File: config.mk
export PLATFORM = sky130hd
export DESIGN_NAME = nvram_mailbox
export DESIGN_NICKNAME = d
export VERILOG_FILES = /design/src/rtl/nvmbx_pkg.sv /design/src/rtl/mbx_host_port.sv /design/src/rtl/mbx_store.sv /design/src/rtl/mbx_flags.sv /design/src/rtl/nvram_mailbox.sv
export SDC_FILE = /design/constraint.sdc
export NUM_CORES = 2
export LEC_CHECK = 0
export BUFFER_PORTS_ARGS = -buffer_cell sky130_fd_sc_hd__buf_4
export CAP_MARGIN = 20
export CORE_ASPECT_RATIO = 1.25
export CORE_MARGIN = 2
export CORE_UTILIZATION = 30
export DETAILED_ROUTE_END_ITERATION = 10
export SYNTH_ARGS = -nofsm -noshare
export SYNTH_HDL_FRONTEND = slang
export SYNTH_SLANG_ARGS = --single-unit
File: constraint.sdc
create_clock -name clk -period 4 [get_ports clk]
set_input_delay 0.4 -clock clk [delete_from_list [all_inputs] [get_ports clk]]
set_output_delay 0.4 -clock clk [all_outputs]
set_load 0.03 [all_outputs]
File: src/rtl/nvmbx_pkg.sv
package nvmbx_pkg;
    parameter int ADDR_W = 7;
    parameter int DATA_W = 8;
    parameter int DEPTH  = 1 << ADDR_W;

    typedef logic [ADDR_W-1:0] nv_addr_t;
    typedef logic [DATA_W-1:0] nv_byte_t;

    // status byte bit positions
    localparam int ST_HOST_FRESH = 0;
    localparam int ST_SYS_LOCK   = 1;
    localparam int ST_DSK_LOCK   = 2;
    localparam int ST_MC_REQ     = 3;
    localparam int ST_MC_FRESH   = 4;
    localparam int ST_ZERO       = 5;
    localparam int ST_S0         = 6;
    localparam int ST_S1         = 7;

    // locations owned by the microcontroller: host writes are dropped
    function automatic logic host_ro(nv_addr_t a);
        return ((a >= nv_addr_t'(8'h76)) && (a <= nv_addr_t'(8'h78))) ||
               (a >= nv_addr_t'(8'h7B));
    endfunction
endpackage

File: src/rtl/mbx_host_port.sv
module mbx_host_port
    import nvmbx_pkg::*;
#(
    parameter logic [7:0] STATUS_PORT = 8'h7E,
    parameter logic [7:0] DATA_PORT   = 8'h7F
) (
    input  logic       clk,
    input  logic       rst,
    input  logic [7:0] io_addr,
    input  logic       wr,
    input  logic       rd,
    input  nv_addr_t   wptr,
    output nv_addr_t   ptr_q,
    output logic       sel_status,
    output logic       sel_data,
    output logic       data_wr,
    output logic       data_rd
);
    typedef struct packed {
        nv_addr_t ptr;
    } port_st_t;

    port_st_t st_d, st_q;

    always_comb begin
        sel_status = (io_addr == STATUS_PORT);
        sel_data   = (io_addr == DATA_PORT);
        data_wr    = wr && sel_data;
        data_rd    = rd && sel_data;
        st_d       = st_q;
        if (wr && sel_status) begin
            st_d.ptr = wptr;
        end
    end

    always_ff @(posedge clk) begin
        if (rst) begin
            st_q <= '0;
        end else begin
            st_q <= st_d;
        end
    end

    assign ptr_q = st_q.ptr;

    AST_PTR_LOAD: assert property (@(posedge clk) disable iff (rst)
        (wr && (io_addr == STATUS_PORT)) |=> (ptr_q == $past(wptr)));
    AST_PTR_HOLD: assert property (@(posedge clk) disable iff (rst)
        !(wr && (io_addr == STATUS_PORT)) |=> $stable(ptr_q));
    AST_ONE_PORT: assert property (@(posedge clk) disable iff (rst)
        $onehot0({sel_status, sel_data}));
endmodule

File: src/rtl/mbx_store.sv
module mbx_store
    import nvmbx_pkg::*;
(
    input  logic     clk,
    input  logic     rst,
    input  logic     host_wr_req,
    input  nv_addr_t host_addr,
    input  nv_byte_t host_wdata,
    output nv_byte_t host_rbyte,
    output logic     host_acc,
    input  logic     mc_we,
    input  nv_addr_t mc_addr,
    input  nv_byte_t mc_wdata,
    output nv_byte_t mc_rbyte
);
    nv_byte_t mem_d [DEPTH];
    nv_byte_t mem_q [DEPTH];

    always_comb begin
        host_acc   = host_wr_req && !host_ro(host_addr);
        host_rbyte = mem_q[host_addr];
        mc_rbyte   = mem_q[mc_addr];
    end

    // per-location next value; microcontroller write applied last so it wins
    for (genvar g = 0; g < DEPTH; g++) begin : g_cell
        always_comb begin
            mem_d[g] = mem_q[g];
            if (host_acc && (host_addr == nv_addr_t'(g))) begin
                mem_d[g] = host_wdata;
            end
            if (mc_we && (mc_addr == nv_addr_t'(g))) begin
                mem_d[g] = mc_wdata;
            end
        end
    end

    // battery-backed contents: not cleared by reset
    always_ff @(posedge clk) begin
        mem_q <= mem_d;
    end

    AST_MC_WINS: assert property (@(posedge clk) disable iff (rst)
        mc_we |=> (mem_q[$past(mc_addr)] == $past(mc_wdata)));
    AST_RO_KEEP: assert property (@(posedge clk) disable iff (rst)
        (host_wr_req && host_ro(host_addr) && !(mc_we && (mc_addr == host_addr)))
        |=> (mem_q[$past(host_addr)] == $past(mem_q[host_addr])));
    AST_HOST_STORE: assert property (@(posedge clk) disable iff (rst)
        (host_acc && !(mc_we && (mc_addr == host_addr)))
        |=> (mem_q[$past(host_addr)] == $past(host_wdata)));
endmodule

File: src/rtl/mbx_flags.sv
module mbx_flags
    import nvmbx_pkg::*;
(
    input  logic     clk,
    input  logic     rst,
    input  logic     mc_we,
    input  logic     mc_re,
    input  logic     host_acc,
    input  logic     host_data_rd,
    input  logic     sys_clk_ok,
    input  logic     dsk_clk_ok,
    input  logic     mc_req,
    input  logic     mc_s0,
    input  logic     mc_s1,
    output nv_byte_t status
);
    typedef struct packed {
        logic host_fresh;
        logic mc_fresh;
    } flag_st_t;

    flag_st_t fl_d, fl_q;

    always_comb begin
        fl_d = fl_q;
        // clear first, then set: a coincident set prevails
        if (host_data_rd) fl_d.host_fresh = 1'b0;
        if (mc_we)        fl_d.host_fresh = 1'b1;
        if (mc_re)        fl_d.mc_fresh   = 1'b0;
        if (host_acc)     fl_d.mc_fresh   = 1'b1;

        status                = '0;
        status[ST_HOST_FRESH] = fl_q.host_fresh;
        status[ST_SYS_LOCK]   = sys_clk_ok;
        status[ST_DSK_LOCK]   = dsk_clk_ok;
        status[ST_MC_REQ]     = mc_req;
        status[ST_MC_FRESH]   = fl_q.mc_fresh;
        status[ST_S0]         = mc_s0;
        status[ST_S1]         = mc_s1;
    end

    always_ff @(posedge clk) begin
        if (rst) begin
            fl_q <= '0;
        end else begin
            fl_q <= fl_d;
        end
    end

    AST_HOST_FLAG_SET: assert property (@(posedge clk) disable iff (rst)
        mc_we |=> status[ST_HOST_FRESH]);
    AST_HOST_FLAG_CLR: assert property (@(posedge clk) disable iff (rst)
        (host_data_rd && !mc_we) |=> !status[ST_HOST_FRESH]);
    AST_MC_FLAG_SET: assert property (@(posedge clk) disable iff (rst)
        host_acc |=> status[ST_MC_FRESH]);
    AST_MC_FLAG_CLR: assert property (@(posedge clk) disable iff (rst)
        (mc_re && !host_acc) |=> !status[ST_MC_FRESH]);
    AST_FLAG_HOLD: assert property (@(posedge clk) disable iff (rst)
        (!mc_we && !host_data_rd) |=> $stable(status[ST_HOST_FRESH]));
endmodule

File: src/rtl/nvram_mailbox.sv
module nvram_mailbox
    import nvmbx_pkg::*;
#(
    parameter logic [7:0] STATUS_PORT = 8'h7E,
    parameter logic [7:0] DATA_PORT   = 8'h7F
) (
    input  logic                 clk,
    input  logic                 rst,
    input  logic [7:0]           host_io_addr,
    input  logic                 host_wr,
    input  logic                 host_rd,
    input  logic [DATA_W-1:0]    host_wdata,
    output logic [DATA_W-1:0]    host_rdata,
    input  logic [ADDR_W-1:0]    mc_addr,
    input  logic [DATA_W-1:0]    mc_wdata,
    input  logic                 mc_we,
    input  logic                 mc_re,
    output logic [DATA_W-1:0]    mc_rdata,
    input  logic                 mc_req,
    input  logic                 sys_clk_ok,
    input  logic                 dsk_clk_ok,
    input  logic                 mc_s0,
    input  logic                 mc_s1
);
    nv_addr_t ptr_q;
    logic     sel_status, sel_data, data_wr, data_rd, host_acc;
    nv_byte_t host_rbyte, status;

    mbx_host_port #(.STATUS_PORT(STATUS_PORT), .DATA_PORT(DATA_PORT)) port_i (
        .clk        (clk),
        .rst        (rst),
        .io_addr    (host_io_addr),
        .wr         (host_wr),
        .rd         (host_rd),
        .wptr       (host_wdata[ADDR_W-1:0]),
        .ptr_q      (ptr_q),
        .sel_status (sel_status),
        .sel_data   (sel_data),
        .data_wr    (data_wr),
        .data_rd    (data_rd)
    );

    mbx_store store_i (
        .clk         (clk),
        .rst         (rst),
        .host_wr_req (data_wr),
        .host_addr   (ptr_q),
        .host_wdata  (host_wdata),
        .host_rbyte  (host_rbyte),
        .host_acc    (host_acc),
        .mc_we       (mc_we),
        .mc_addr     (mc_addr),
        .mc_wdata    (mc_wdata),
        .mc_rbyte    (mc_rdata)
    );

    mbx_flags flags_i (
        .clk          (clk),
        .rst          (rst),
        .mc_we        (mc_we),
        .mc_re        (mc_re),
        .host_acc     (host_acc),
        .host_data_rd (data_rd),
        .sys_clk_ok   (sys_clk_ok),
        .dsk_clk_ok   (dsk_clk_ok),
        .mc_req       (mc_req),
        .mc_s0        (mc_s0),
        .mc_s1        (mc_s1),
        .status       (status)
    );

    always_comb begin
        host_rdata = '0;
        if (sel_status) begin
            host_rdata = status;
        end else if (sel_data) begin
            host_rdata = host_rbyte;
        end
    end

    AST_STATUS_ZERO_BIT: assert property (@(posedge clk) disable iff (rst)
        sel_status |-> (host_rdata[ST_ZERO] == 1'b0));
    AST_IDLE_PORT: assert property (@(posedge clk) disable iff (rst)
        (!sel_status && !sel_data) |-> (host_rdata == '0));
endmodule

# == Word level (Yosys, flattened, before mapping) ==
# Index checks and enable logic that the tools add are counted.
# totals
reg_bits,1033
inputBits,42
# op_classes
order_cmp,5
n_eq_ne,256
muxes,268
bitwise,2
reduce_logical,395
# ops
op,count
2-to-1 mux 8 bit,262
== test 7 bit (second input constant),128
== test 7 x 6 -> 1 bit (second input constant),64
logical AND 1 bit,261
nonzero test 2 bit,130
== test 7 x 5 -> 1 bit (second input constant),32
binary-select mux 8 bit (select 7 bit),2
== test 7 x 4 -> 1 bit (second input constant),16
== test 7 x 3 -> 1 bit (second input constant),8
== test 7 x 2 -> 1 bit (second input constant),4
== test 8 x 7 -> 1 bit (second input constant),2
>= comparator 8 bit (second input constant),2
inverter 7 -> 8 bit,2
== test 7 x 1 -> 1 bit (second input constant),2
>= comparator 7 bit (second input constant),2
logical NOT 7 bit,2
less-or-equal comparator 7 bit (second input constant),1
2-to-1 mux 1 bit,4
logical NOT 1 bit,1
logical OR 1 bit,1

# == Longest topological paths before layout ==
# depth
ltp_word,8
ltp_mapped,13

# == Hierarchy ==
# From an unflattened synthesis, not the netlist that was laid out.
# hier_totals
cells_unflattened,4191
hier_area_um2,63001.7
# by_module_without_submodules
mod,instances,cells_per_inst,area_per_inst_um2,seq_area_each_um2
mbx_store,1,4123,62397.3,30749.5
mbx_host_port,1,39,382.9,140.1
mbx_flags,1,15,118.9,40.0
nvram_mailbox,1,14,102.6,0.0

# == Worst setup path after synthesis ==
# No wires, ideal clock.
# synth_path
path_kind,register to output
from,reg port_i.st_q (netlist bit port_i.ptr_q[1])
to,out host_rdata[1]
arrival_ps,2612
t_required_ps,3600
slack_ps,988
path_stages_with_launch,12
path_buffers,5
cell_sequence,dfxtp_1 buf_6 buf_12 buf_12 buf_8 buf_6 and2_1 a22oi_2 a21oi_1 a2111oi_2 nor3_1 a211oi_1
# synth_between
elab_chain_len,6
# synth_lines
item,line_no,rtl
start: declaration,mbx_host_port.sv:23,"port_st_t st_d, st_q;"
start signal: assignment,mbx_host_port.sv:40,st_q <= st_d;
inverter 7 -> 8 bit (implied by the code),mbx_store.sv:21,host_rbyte = mem_q[host_addr];
binary-select mux 8 bit (select 7 bit),mbx_store.sv:21,
2-to-1 mux 8 bit (implied by the code) (2 in series),mbx_store.sv:21,
2-to-1 mux 8 bit,nvram_mailbox.sv:76,end else if (sel_data) begin
2-to-1 mux 8 bit,nvram_mailbox.sv:74,if (sel_status) begin
end: declaration,nvram_mailbox.sv:13,"output logic [DATA_W-1:0] host_rdata,"
# Every way passes these cells. The select of a mux whose other input is x is not followed.

# == Worst setup path in the final report ==
# layout_path
from,reg port_i.st_q (netlist bit port_i.ptr_q[1])
to,out host_rdata[4]
# The elaborated chain is that of the path after synthesis.

==> reports/metrics.yaml <==
ant_nets: 0
routedWlPerCell_um: 36.08
worst-path-max-fanout: 13
syn_nets: 4171
post-synth-top-count-cell: "mux2_2"
instances_no_fill: 7168
period_needed_ns: 4.058
crit_slowest_cell: "mux4_2"
finalSetupTns_ns: -0.1964
cts_htree_levels: 3
syn_area_per_cell_sq_um: 15.19
grt_usage: 0.2377
netlist_top_cells_area: "edfxtp_1, mux2_2, mux4_2, mux2i_1, clkbuf_1"
synth_top_area_frac: 0.4901
drive_gt1_frac: 0.5302
rows: 187
cp.required_ns: 3.60
slowest_delay_ns: 0.57
p_total_w: 0.02480
die_h_um: 515.3
critPathCaptureType: "output pin"
rsz0062_at_grt: "yes"
min_path_cells: 4
cts_sinks: 1033
gp_congestion: 0.9943
seq_area_frac_synth: 0.4930
skew_ns: 0.02635
wirelength_mm: 258.6
grt_pass1_vias: 42920
vias_per_cell: 6.096
cts_tree: "built"
yosysWarnings: 0
cts.path.max_buffers: 3
hold_path_class: "in -> reg"
cp_num_cells: 8
finalSetupViolations: 6
ir_drop_v: 0.0003456
ys_ff_latch: 1033
antenna_found_initial: 9
worstSetupPathType: "reg -> out"
async_flop_share: 0
port_buffers: 57
critical_path.top_delay_family: "multiplexers"
start_kind: "register"
syn_to_final_growth_pct: 16.67
fmax_mhz: 246.4
cts_made_buffers: 105
yosysTopAreaCell: "edfxtp_1"
synth.cells.most_frequent: "mux2_2, edfxtp_1, mux4_2"
vias: 43690
yosysUniqueCellTypes: 61
ff2ff_path_depth: 8
nets: 4383
first_iter_violations: 6367
dp.cells: 6927
finalCritPeriodShare: 1.015
syn_area_sq_um: 62740
root_buffer: "clkbuf_16"
cap_violations: 0
grt_first_pass_wirelength_mm: 355.4
ios: 58
cp.arrival_ns: 3.66
post-route-drc-count: 1
coreArea_sq_um: 207800
dp_hpwl_mm: 174.7
slew_viol_final: 0
insertion_delay_ns: 0.77
first_pass_iters: 9
violations: "DRC, setup timing"
p_per_area_nw_per_um2: 338.9
relSlewSlack: 0.1294
clkTransAtPathRegs_ns: 0.07
worst-path-buf-inv: 4
holdWs_ns: 0.05072
synth_top_flop_cell: "edfxtp_1"
initial_core_util: 0.3019
worst_pin_slew_ns: 1.303
crit_chain: "buf_12, buf_12, buf_16, mux4_2, mux4_2, o211ai_1, a211oi_4, buf_6"
die_width_um: 413.0
worst_slack_ns: -0.05847
grt_max_degree: 130
p_leak_nw: 22.98
synth_edf_count: 1024
grt_overflow: 0
outcome: "finished, violations left"
hold_viol: 0
dieArea_sq_um: 212800
synthCells: 4129
## final cells by class
type / instances / area (sq um)
Multi-Input combinational cell: 2616 / 29910
Clock buffer: 122 / 2819
Fill cell: 19900 / 134600
Sequential cell: 1033 / 30940
Antenna cell: 1 / 2.502
Timing Repair Buffer: 577 / 5343
Clock inverter: 71 / 713.2
Inverter: 8 / 30.03
Tap cell: 2740 / 3428
## per-layer routing
layer	wire, um	track usage
met3	24650	0.04643
met5	54	0
met1	94190	0.2932
met2	120000	0.3810
met4	19760	0.1494
## worst paths after layout
check                                        from                  to  slack (ns)
worst max-delay path              port_i.ptr_q[1]       host_rdata[4]       -0.06
worst min-delay path                      host_rd   flags_i.status[0]        0.05
worst max register to register    port_i.ptr_q[3]  store_i.mem_q[942]        0.84
worst min register to register  flags_i.status[4]   flags_i.status[4]        0.53
## what timing repair did
item	in CTS	in global routing
resized for setup	104	50
setup buffers	34	8
setup endpoints to repair	10	12
cloned	6	2
pin swaps	16	19
hold buffers	2	0
endpoints found under the hold margin	9	0
## registers in the layout (all words and copies together), names as in the netlist
| signal | flops |
|---|---|
| store_i.mem_q | 1024 |
| port_i.ptr_q | 7 |
| flags_i.status | 2 |
## cell families after synthesis
logic type | share of synthesized area
AND/OR/NAND/NOR | 0.03381
AO/OA/AOI/OAI | 0.04434
multiplexers | 0.3912
buffers and inverters | 0.03765
flip-flops | 0.4930
## report_power, final
group          leakage, nW  internal [W]  switching, W
Clock                 1.72       0.00593       0.00459
Combinational         12.0      0.000953       0.00138
Sequential            9.28        0.0119     0.0000233
Total                 23.0        0.0188       0.00599
## layout by cell type, fill, tap and decap left out, types with 24 or more instances in the layout
| master | n |
|---|---|
| clkbuf_16 | 113 |
| a21oi_1 | 54 |
| clkinv_1 | 27 |
| buf_4 | 495 |
| a22oi_1 | 122 |
| nand2_1 | 128 |
| nand3_1 | 50 |
| edfxtp_1 | 1024 |
| nor2_2 | 49 |
| buf_12 | 41 |
| o22ai_1 | 88 |
| o21ai_0 | 52 |
| nor2b_1 | 24 |
| nor2_1 | 71 |
| mux2_2 | 1045 |
| mux4_2 | 426 |
| mux2i_1 | 274 |
## stage by stage
stage	util	cell area [sq um]	setup slack (ns)
finish	0.3523	73190	-0.05847
global route	0.3523	73190	-0.06430
CTS	0.3505	72830	-0.03553
detailed placement	0.3289	68340	-0.1168
global placement	0.3288	68310	-0.4594
floorplan	-	62740	0.9879
## worst register-to-register path: cells and delay by family, from the launching register on
family / cells / cell delay [ns]
simple gates: 2 / 0.83
flops: 1 / 0.45
compound gates: 1 / 0.14
buf+inv: 5 / 1.44
No activity file was read; power rests on OpenSTA's default activity.
